### config.mk
export PLATFORM = sky130hd
export DESIGN_NAME = ssp_port
export DESIGN_NICKNAME = d
export VERILOG_FILES = /design/src/rtl/ssp_pkg.sv /design/src/rtl/ssp_clkgen.sv /design/src/rtl/ssp_shifter.sv /design/src/rtl/ssp_ctrl.sv /design/src/rtl/ssp_port.sv
export SDC_FILE = /design/constraint.sdc
export NUM_CORES = 1
export LEC_CHECK = 0
export ABC_AREA = 1
export BUFFER_PORTS_ARGS = -buffer_cell sky130_fd_sc_hd__buf_2
export CORE_AREA = 2 2 55 57
export DETAILED_ROUTE_END_ITERATION = 7
export DIE_AREA = 0 0 57 59
export PLACE_DENSITY = 0.82
export SYNTH_ARGS = -nofsm -noshare
export SYNTH_HDL_FRONTEND = slang
export SYNTH_SLANG_ARGS = --single-unit
### constraint.sdc
create_clock -name clk -period 4.28 [get_ports clk]
set_input_delay 0.214 -clock clk [delete_from_list [all_inputs] [get_ports clk]]
set_output_delay 0.214 -clock clk [all_outputs]
set_load 0.05 [all_outputs]
### src/rtl/ssp_pkg.sv
package ssp_pkg;

  typedef enum logic [1:0] {
    ST_IDLE = 2'd0,
    ST_TX   = 2'd1,
    ST_RX   = 2'd2
  } ssp_state_e;

  // control register field positions
  localparam int unsigned CTL_RXEN    = 0;
  localparam int unsigned CTL_TI      = 1;
  localparam int unsigned CTL_RI      = 2;
  localparam int unsigned CTL_MODE_LO = 3;
  localparam int unsigned CTL_USED    = 5;

endpackage

### src/rtl/ssp_clkgen.sv
module ssp_clkgen #(
  parameter int unsigned CLK_DIV = 12
) (
  input  logic clk,
  input  logic rst_n,
  input  logic run,
  output logic sclk,
  output logic rise_stb,
  output logic end_stb
);
  localparam int unsigned CNT_W = (CLK_DIV > 2) ? $clog2(CLK_DIV) : 1;
  localparam logic [CNT_W-1:0] HALF_C = CNT_W'(CLK_DIV / 2);
  localparam logic [CNT_W-1:0] RISE_C = CNT_W'(CLK_DIV / 2 - 1);
  localparam logic [CNT_W-1:0] LAST_C = CNT_W'(CLK_DIV - 1);

  logic [CNT_W-1:0] ph;

  // phase counter across one bit period
  always_ff @(posedge clk or negedge rst_n) begin
    if (!rst_n)                    ph <= '0;
    else if (!run || ph == LAST_C) ph <= '0;
    else                           ph <= ph + CNT_W'(1);
  end

  assign sclk     = !run || (ph >= HALF_C);
  assign rise_stb = run && (ph == RISE_C);
  assign end_stb  = run && (ph == LAST_C);

  // the clock only falls at the start of a bit
  a_r3_fall_at_bit_start: assert property (@(posedge clk) disable iff (!rst_n)
    (run && $past(run) && !sclk && $past(sclk)) |-> (ph == '0));

endmodule

### src/rtl/ssp_shifter.sv
module ssp_shifter #(
  parameter int unsigned DATA_W = 8
) (
  input  logic              clk,
  input  logic              rst_n,
  input  logic              load,
  input  logic [DATA_W-1:0] ld_data,
  input  logic              clear,
  input  logic              shift_out,
  input  logic              shift_in,
  input  logic              din,
  output logic [DATA_W-1:0] sr
);
  always_ff @(posedge clk or negedge rst_n) begin
    if (!rst_n)         sr <= '0;
    else if (load)      sr <= ld_data;
    else if (clear)     sr <= '0;
    else if (shift_in)  sr <= {din, sr[DATA_W-1:1]};
    else if (shift_out) sr <= {1'b1, sr[DATA_W-1:1]};
  end

  // a bit period shifts in one direction only
  a_r3_one_direction: assert property (@(posedge clk) disable iff (!rst_n)
    !(shift_in && shift_out));

endmodule

### src/rtl/ssp_ctrl.sv
module ssp_ctrl
  import ssp_pkg::*;
#(
  parameter int unsigned DATA_W = 8
) (
  input  logic              clk,
  input  logic              rst_n,
  input  logic              reg_we,
  input  logic              reg_addr,
  input  logic [DATA_W-1:0] reg_wdata,
  input  logic              end_stb,
  input  logic [DATA_W-1:0] sr,
  output ssp_state_e        state,
  output logic              tx_start,
  output logic              rx_start,
  output logic              rx_en,
  output logic              ti,
  output logic              ri,
  output logic [1:0]        mode,
  output logic [DATA_W-1:0] rx_buf
);
  localparam int unsigned IDX_W = (DATA_W > 2) ? $clog2(DATA_W) : 1;
  localparam logic [IDX_W-1:0] LAST_IDX = IDX_W'(DATA_W - 1);

  logic [IDX_W-1:0] bit_idx;
  logic ctl_wr, mode_ok, last_bit, clr_ti, clr_ri, set_ti, set_ri;

  assign ctl_wr   = reg_we && reg_addr;
  assign mode_ok  = (mode == 2'b00);
  assign tx_start = reg_we && !reg_addr && (state == ST_IDLE) && mode_ok;
  assign rx_start = (state == ST_IDLE) && mode_ok && rx_en && !ri && !tx_start;
  assign last_bit = end_stb && (bit_idx == LAST_IDX);
  assign clr_ti   = ctl_wr && !reg_wdata[CTL_TI];
  assign clr_ri   = ctl_wr && !reg_wdata[CTL_RI];
  assign set_ti   = last_bit && (state == ST_TX);
  assign set_ri   = last_bit && (state == ST_RX);

  always_ff @(posedge clk or negedge rst_n) begin
    if (!rst_n) begin
      state <= ST_IDLE;
    end else begin
      case (state)
        ST_IDLE: begin
          if (tx_start)      state <= ST_TX;
          else if (rx_start) state <= ST_RX;
        end
        default: if (last_bit) state <= ST_IDLE;
      endcase
    end
  end

  always_ff @(posedge clk or negedge rst_n) begin
    if (!rst_n)                    bit_idx <= '0;
    else if (tx_start || rx_start) bit_idx <= '0;
    else if (end_stb)              bit_idx <= bit_idx + IDX_W'(1);
  end

  always_ff @(posedge clk or negedge rst_n) begin
    if (!rst_n) begin
      rx_en  <= 1'b0;
      mode   <= 2'b00;
      ti     <= 1'b0;
      ri     <= 1'b0;
      rx_buf <= '0;
    end else begin
      if (ctl_wr) begin
        rx_en <= reg_wdata[CTL_RXEN];
        mode  <= reg_wdata[CTL_MODE_LO +: 2];
      end
      ti <= (ti && !clr_ti) || set_ti;
      ri <= (ri && !clr_ri) || set_ri;
      if (set_ri) rx_buf <= sr;
    end
  end

  // a non-zero mode keeps an idle port idle
  a_r1_mode_gate: assert property (@(posedge clk) disable iff (!rst_n)
    (mode != 2'b00 && state == ST_IDLE) |=> (state == ST_IDLE));

  // the receive flag holds until a clearing write
  a_r6_ri_hold: assert property (@(posedge clk) disable iff (!rst_n)
    (ri && !(ctl_wr && !reg_wdata[CTL_RI])) |=> ri);

  // a transmit is not cut short before its last bit
  a_r4_tx_runs_full: assert property (@(posedge clk) disable iff (!rst_n)
    (state == ST_TX && !last_bit) |=> (state == ST_TX));

  // a due transmit start always wins
  a_r8_tx_priority: assert property (@(posedge clk) disable iff (!rst_n)
    (state == ST_IDLE && reg_we && !reg_addr && mode == 2'b00) |=> (state == ST_TX));

endmodule

### src/rtl/ssp_port.sv
module ssp_port
  import ssp_pkg::*;
#(
  parameter int unsigned DATA_W  = 8,
  parameter int unsigned CLK_DIV = 12
) (
  input  logic              clk,
  input  logic              rst_n,
  input  logic              reg_we,
  input  logic              reg_addr,
  input  logic [DATA_W-1:0] reg_wdata,
  output logic [DATA_W-1:0] reg_rdata,
  input  logic              sd_in,
  output logic              sd_out,
  output logic              sd_oe,
  output logic              sclk_out
);
  localparam int unsigned PAD_W = (DATA_W > CTL_USED) ? DATA_W - CTL_USED : 1;

  ssp_state_e        state;
  logic              tx_start, rx_start, rx_en, ti, ri;
  logic [1:0]        mode;
  logic [DATA_W-1:0] rx_buf, sr;
  logic              run, rise_stb, end_stb;

  assign run = (state != ST_IDLE);

  ssp_ctrl #(.DATA_W(DATA_W)) u_ctrl (
    .clk(clk), .rst_n(rst_n), .reg_we(reg_we), .reg_addr(reg_addr),
    .reg_wdata(reg_wdata), .end_stb(end_stb), .sr(sr), .state(state),
    .tx_start(tx_start), .rx_start(rx_start), .rx_en(rx_en), .ti(ti),
    .ri(ri), .mode(mode), .rx_buf(rx_buf)
  );

  ssp_clkgen #(.CLK_DIV(CLK_DIV)) u_clkgen (
    .clk(clk), .rst_n(rst_n), .run(run), .sclk(sclk_out),
    .rise_stb(rise_stb), .end_stb(end_stb)
  );

  ssp_shifter #(.DATA_W(DATA_W)) u_shifter (
    .clk(clk), .rst_n(rst_n), .load(tx_start), .ld_data(reg_wdata),
    .clear(rx_start), .shift_out(end_stb && state == ST_TX),
    .shift_in(rise_stb && state == ST_RX), .din(sd_in), .sr(sr)
  );

  assign sd_oe  = (state == ST_TX);
  assign sd_out = sd_oe ? sr[0] : 1'b1;

  logic [DATA_W-1:0] ctl_view;
  generate
    if (DATA_W > CTL_USED) begin : g_pad
      assign ctl_view = {{PAD_W{1'b0}}, mode, ri, ti, rx_en};
    end else begin : g_nopad
      assign ctl_view = DATA_W'({mode, ri, ti, rx_en});
    end
  endgenerate

  assign reg_rdata = reg_addr ? ctl_view : rx_buf;

  // driven data only moves while the shift clock is low
  a_r3_data_moves_low: assert property (@(posedge clk) disable iff (!rst_n)
    (sd_oe && $past(sd_oe) && (sd_out != $past(sd_out))) |-> !sclk_out);

  // the end of a transmit leaves the transmit flag set
  a_r6_ti_on_tx_end: assert property (@(posedge clk) disable iff (!rst_n)
    $fell(sd_oe) |-> ti);

  // the pin is never driven while the clock idles
  a_r7_idle_released: assert property (@(posedge clk) disable iff (!rst_n)
    (state == ST_IDLE) |-> (sclk_out && !sd_oe));

endmodule

Word-level counts from Yosys, hierarchy flattened

Cells that the tools add are included.

Multiplexer cells: 13
Order comparisons: 1
Reduce and logical (&&, ||, !) cells: 39
Add/sub/neg operators: 2
Eq/ne operators: 6

Operator list:

| kind                | count |
|---|---|
| $mux 8              | 5 |
| $logic_and 1x1->1   | 19 |
| $logic_not 1->1     | 8 |
| $mux 2              | 4 |
| $mux 3              | 2 |
| $reduce_bool 2->1   | 3 |
| $logic_or 1x1->1    | 5 |
| $add 4x1->4 const B | 1 |
| $eq 4x3->1 const B  | 1 |
| $eq 4x4->1 const B  | 1 |
| $ge 4x3->1 const B  | 1 |
| $logic_not 2->1     | 2 |
| $mux 4              | 1 |
| $reduce_bool 4->1   | 1 |
| $add 3x1->3 const B | 1 |
| $eq 3x3->1 const B  | 1 |
| $ne 3x1->1 const B  | 1 |
| $eq 2x1->1 const B  | 1 |
| $eq 2x2->1 const B  | 1 |
| $reduce_and 2->1    | 1 |
| $mux 1              | 1 |

Logic and storage cells: 70
Output and inout port bits: 11
Register bits: 30
Input bits: 13

Logic depth before layout (Yosys ltp)

Word-level depth: 9
Gate-level depth with buffers: 9
Mapped depth without buffers: 9

Cells and area by module

From an unflattened synthesis, not the netlist that was laid out.

Cells, all modules: 215
Area, all modules: 1682.9 µm²

Modules (own cells, without submodules):

| module      | times used | seq. area each (µm²) | area an instance (µm²) | cells an instance |
|---|---|---|---|---|
| ssp_ctrl    | 1          | 450.4                | 819.5                  | 87 |
| ssp_shifter | 1          | 200.2                | 464.2                  | 63 |
| ssp_clkgen  | 1          | 100.1                | 256.5                  | 31 |
| ssp_port    | 1          | 0.0                  | 142.6                  | 34 |

Worst setup path before layout

Ideal clock, no wire load.

Kind: flip-flop to output port
Start point: reg u_clkgen.ph[1]
End point: out sclk_out
Stages on the path, launching flop included: 3
Path slack: 2544 ps
Arrival: 1522 ps
Data required time: 4066 ps
Buffers on the path: 0
Path through: dfrtp_1 inv_1 o21ai_0

Word-level cells in the longest chain between the ends: 2

RTL lines:

| item                   | line             | source |
|---|---|---|
| start, declared        | ssp_clkgen.sv:16 | `logic [CNT_W-1:0] ph;` |
| start signal, assigned | ssp_clkgen.sv:22 | `else ph <= ph + CNT_W'(1);` |
| $ge 4x3->1             | ssp_clkgen.sv:25 | `assign sclk = !run \|\| (ph >= HALF_C);` |
| $logic_or 1x1->1       | ssp_clkgen.sv:25 |  |
| end, declared          | ssp_port.sv:16   | `output logic sclk_out` |

Every way passes these cells.

Final worst setup path

Start point: reg u_clkgen.ph[0]
End point: out sclk_out

The elaborated chain is that of the path after synthesis.

==> run metrics <==
EDFF count, synth 0; H-tree depth 2; I/O Buffers 23; Worst Path Arrival approximately 1500 ps; Post-CTS Setup Inserts 0; Fillers around 240; Crit Path Max Fanout 5; placer congestion estimate 0.827; slowest stage delay, CP about 400 ps; endpoint class of the critical path output pin; CTS Buf Count 5; synth warn 0; GRT overflow 0; Crit-path slowest cell dfrtp_1; total wire length ~3.3 mm; RSZ-0062 raised after global routing no; Vias between 1000 and 1500; worst path buffer plus inverter count 2; diode count 0; pre-CTS setup slack 2770 ps; Starting Density between 50% and 60%; clk buf depth 2; ys async rst share 100%; gr usage total a little over a fifth; Final Cycle Share 40.8%; Max Cap Viol 0; Synth Register Bits 30; Crit Path Category reg2out; Die H 59 microns; Reg2Reg Setup Slack about 2800 ps; dpl cells approximately 250; die extent in x between 50 and 60 microns; critical path's top delay family flip-flops; setup violators final 0; Post-DP HPWL 2.30 mm; cells along the critical path inv_1 > ha_1 > a211oi_1 > o21ai_0 > buf_2; Hold Path End u_ctrl.rx_en; Reg2Reg Depth 6; Worst Setup SP u_clkgen.ph[0]; Rows 19; hold_buf cts 1; share of cells above drive strength 1 ~22%; Final Non-Filler Cells roughly 260; worst r2r dst u_ctrl.rx_buf[6]; CORE AREA 2710 sq um; CTS root buf clkbuf_4; Slew Limit Fails 0; Total Power 0.000909 W; Worst setup SP type flip-flop; Tmin final between 1500 and 2000 ps; worst slew pin tran 668 ps; endpoints failing hold 0; top_reg_cell synth dfrtp_1; Critical Path RT ~4100 ps; Layout Nets 244; Area growth syn-to-layout 12.6%; fin util about two thirds; Leakage a little under 1 nW; Slew headroom a little under three fifths; synthesized area around 1600 sq um; clock slew at reported path FFs 90 ps; vias in the first global route 1251; ANT nets after route 0; hold path start reg_wdata[0]; CTS tree yes; Hold Path Class in2reg; Multi-input gate area 737 sq um; drt pass-1 iters 4; drt first-iter violations 77; Final Skew 12.0 ps; Synth Net Count about 220; sequential area share after synthesis 46.8%; worst skew pair latency approximately 350 ps; Cells after Synth about 200; CTS resizes 0; largest net degree at the start of global routing 31; average routed wire per standard cell 12.7 microns; RR Startpoint u_clkgen.ph[0]; Final WS setup about 2500 ps; final setup TNS 0 ps; Top Ports 24; outcome complete, no violations; register area ~750 sq um; Yosys cell types 23; die area about 3400 sq um; initial antenna violation count 0; first-pass GRT wire length ~5.4 mm; Vias/cell 5.22; Fmax achieved around 570 MHz; syn_area_per_cell between 8 and 9 sq um; hold path depth 2; clk sinks 30; DR DRC count 0; maximum vdd drop around 0.00041 V; cell area power density about 500 nW/um^2
cell usage in the layout, fill, tap and decap left out:
master / n
nand2_1: 77
dfrtp_1: 30
buf_2: 23
inv_1: 20
nor2_1: 12
o21ai_1: 9
o21ai_0: 7
nand3_1: 7
inv_2: 5
ha_1: 5
clkbuf_4: 5
a21oi_1: 4
nor2_4: 3
nor2_2: 3
nand2_4: 3
a21oi_2: 2
a211oi_1: 1
nand3_2: 1
xor2_1: 1
or2_2: 1
nor2_8: 1
nand3_4: 1
nand2_8: 1
mux2_1: 1
clkinv_2: 1
clkbuf_8: 1
clkbuf_1: 1
dlygate4sd3_1: 1
Yosys cell counts, types with 2 or more instances:
master	instances	area (sq um)
a21oi_1	4	20.0
nor2_2	3	18.8
nand2_4	3	33.8
nor2_1	12	45.0
nand2_1	77	289
a21oi_2	2	17.5
o21ai_0	7	35.0
inv_2	5	18.8
nor2_4	3	33.8
buf_6	2	22.5
inv_1	20	75.1
dfrtp_1	30	751
nand3_1	7	35.0
ha_1	5	62.6
o21ai_1	9	45.0
power by group:
group	switching, W	internal (W)	leakage [nW]
registers	0.0000611	0.000343	0.392
logic	0.000227	0.0000973	0.546
clock network	0.000101	0.0000794	0.0353
registers in the layout, summed over array words and instances (netlist names):
name,count
u_ctrl.rx_en,1
u_shifter.sr,8
u_ctrl.rx_buf,8
u_ctrl.mode,2
u_ctrl.state,2
u_ctrl.ri,1
u_ctrl.ti,1
u_ctrl.bit_idx,3
u_clkgen.ph,4
logic make-up after synthesis:
| kind of cell | share of synthesized area [%] |
|---|---|
| AND/OR/NAND/NOR | 33.0 |
| flip-flops | 46.8 |
| buffers and inverters | 7.25 |
| adder cells (fa/ha/maj) | 3.90 |
| AO/OA/AOI/OAI | 7.80 |
| multiplexers | 0.702 |
| XOR/XNOR | 0.546 |
metrics by stage:
| stage | hold slack (ps) | instance area [sq um] |
|---|---|---|
| floorplan | -81.6 | 1600 |
| global placement | 282 | 1740 |
| detailed placement | 286 | 1740 |
| CTS | 106 | 1810 |
| global route | 118 | 1810 |
| finish | 110 | 1810 |
worst max path at each step:
| stage | endpoint | slack (ps) | depth (start not counted) |
|---|---|---|---|
| finish | sclk_out | 2530 | 5 |
| global placement | u_ctrl.rx_buf[5] | 2820 | 6 |
| global route | sclk_out | 2340 | 5 |
| detailed placement | u_ctrl.rx_buf[6] | 2770 | 6 |
| floorplan | sclk_out | 2540 | 2 |
| CTS | sclk_out | 2510 | 5 |
routing by layer:
metal	vias to the layer above	part of all wire, %	track usage (%)
met5	-	0	0
met4	0	2.1	12.3
met3	9	6.1	5.46
met2	43	45	34.0
met1	633	47	28.5
li1	663	-	-
cell type report:
| cell class | instances | area share (%) |
|---|---|---|
| flip-flops and latches | 30 | 41.6 |
| multi-input cells | 140 | 40.8 |
| repair buffers | 24 | 6.93 |
| inverters | 25 | 5.20 |
| clock buffers | 7 | 3.05 |
| well taps | 31 | 2.15 |
| clock inverters | 1 | 0.277 |
Note: power is estimated with default switching activity, not from simulation.
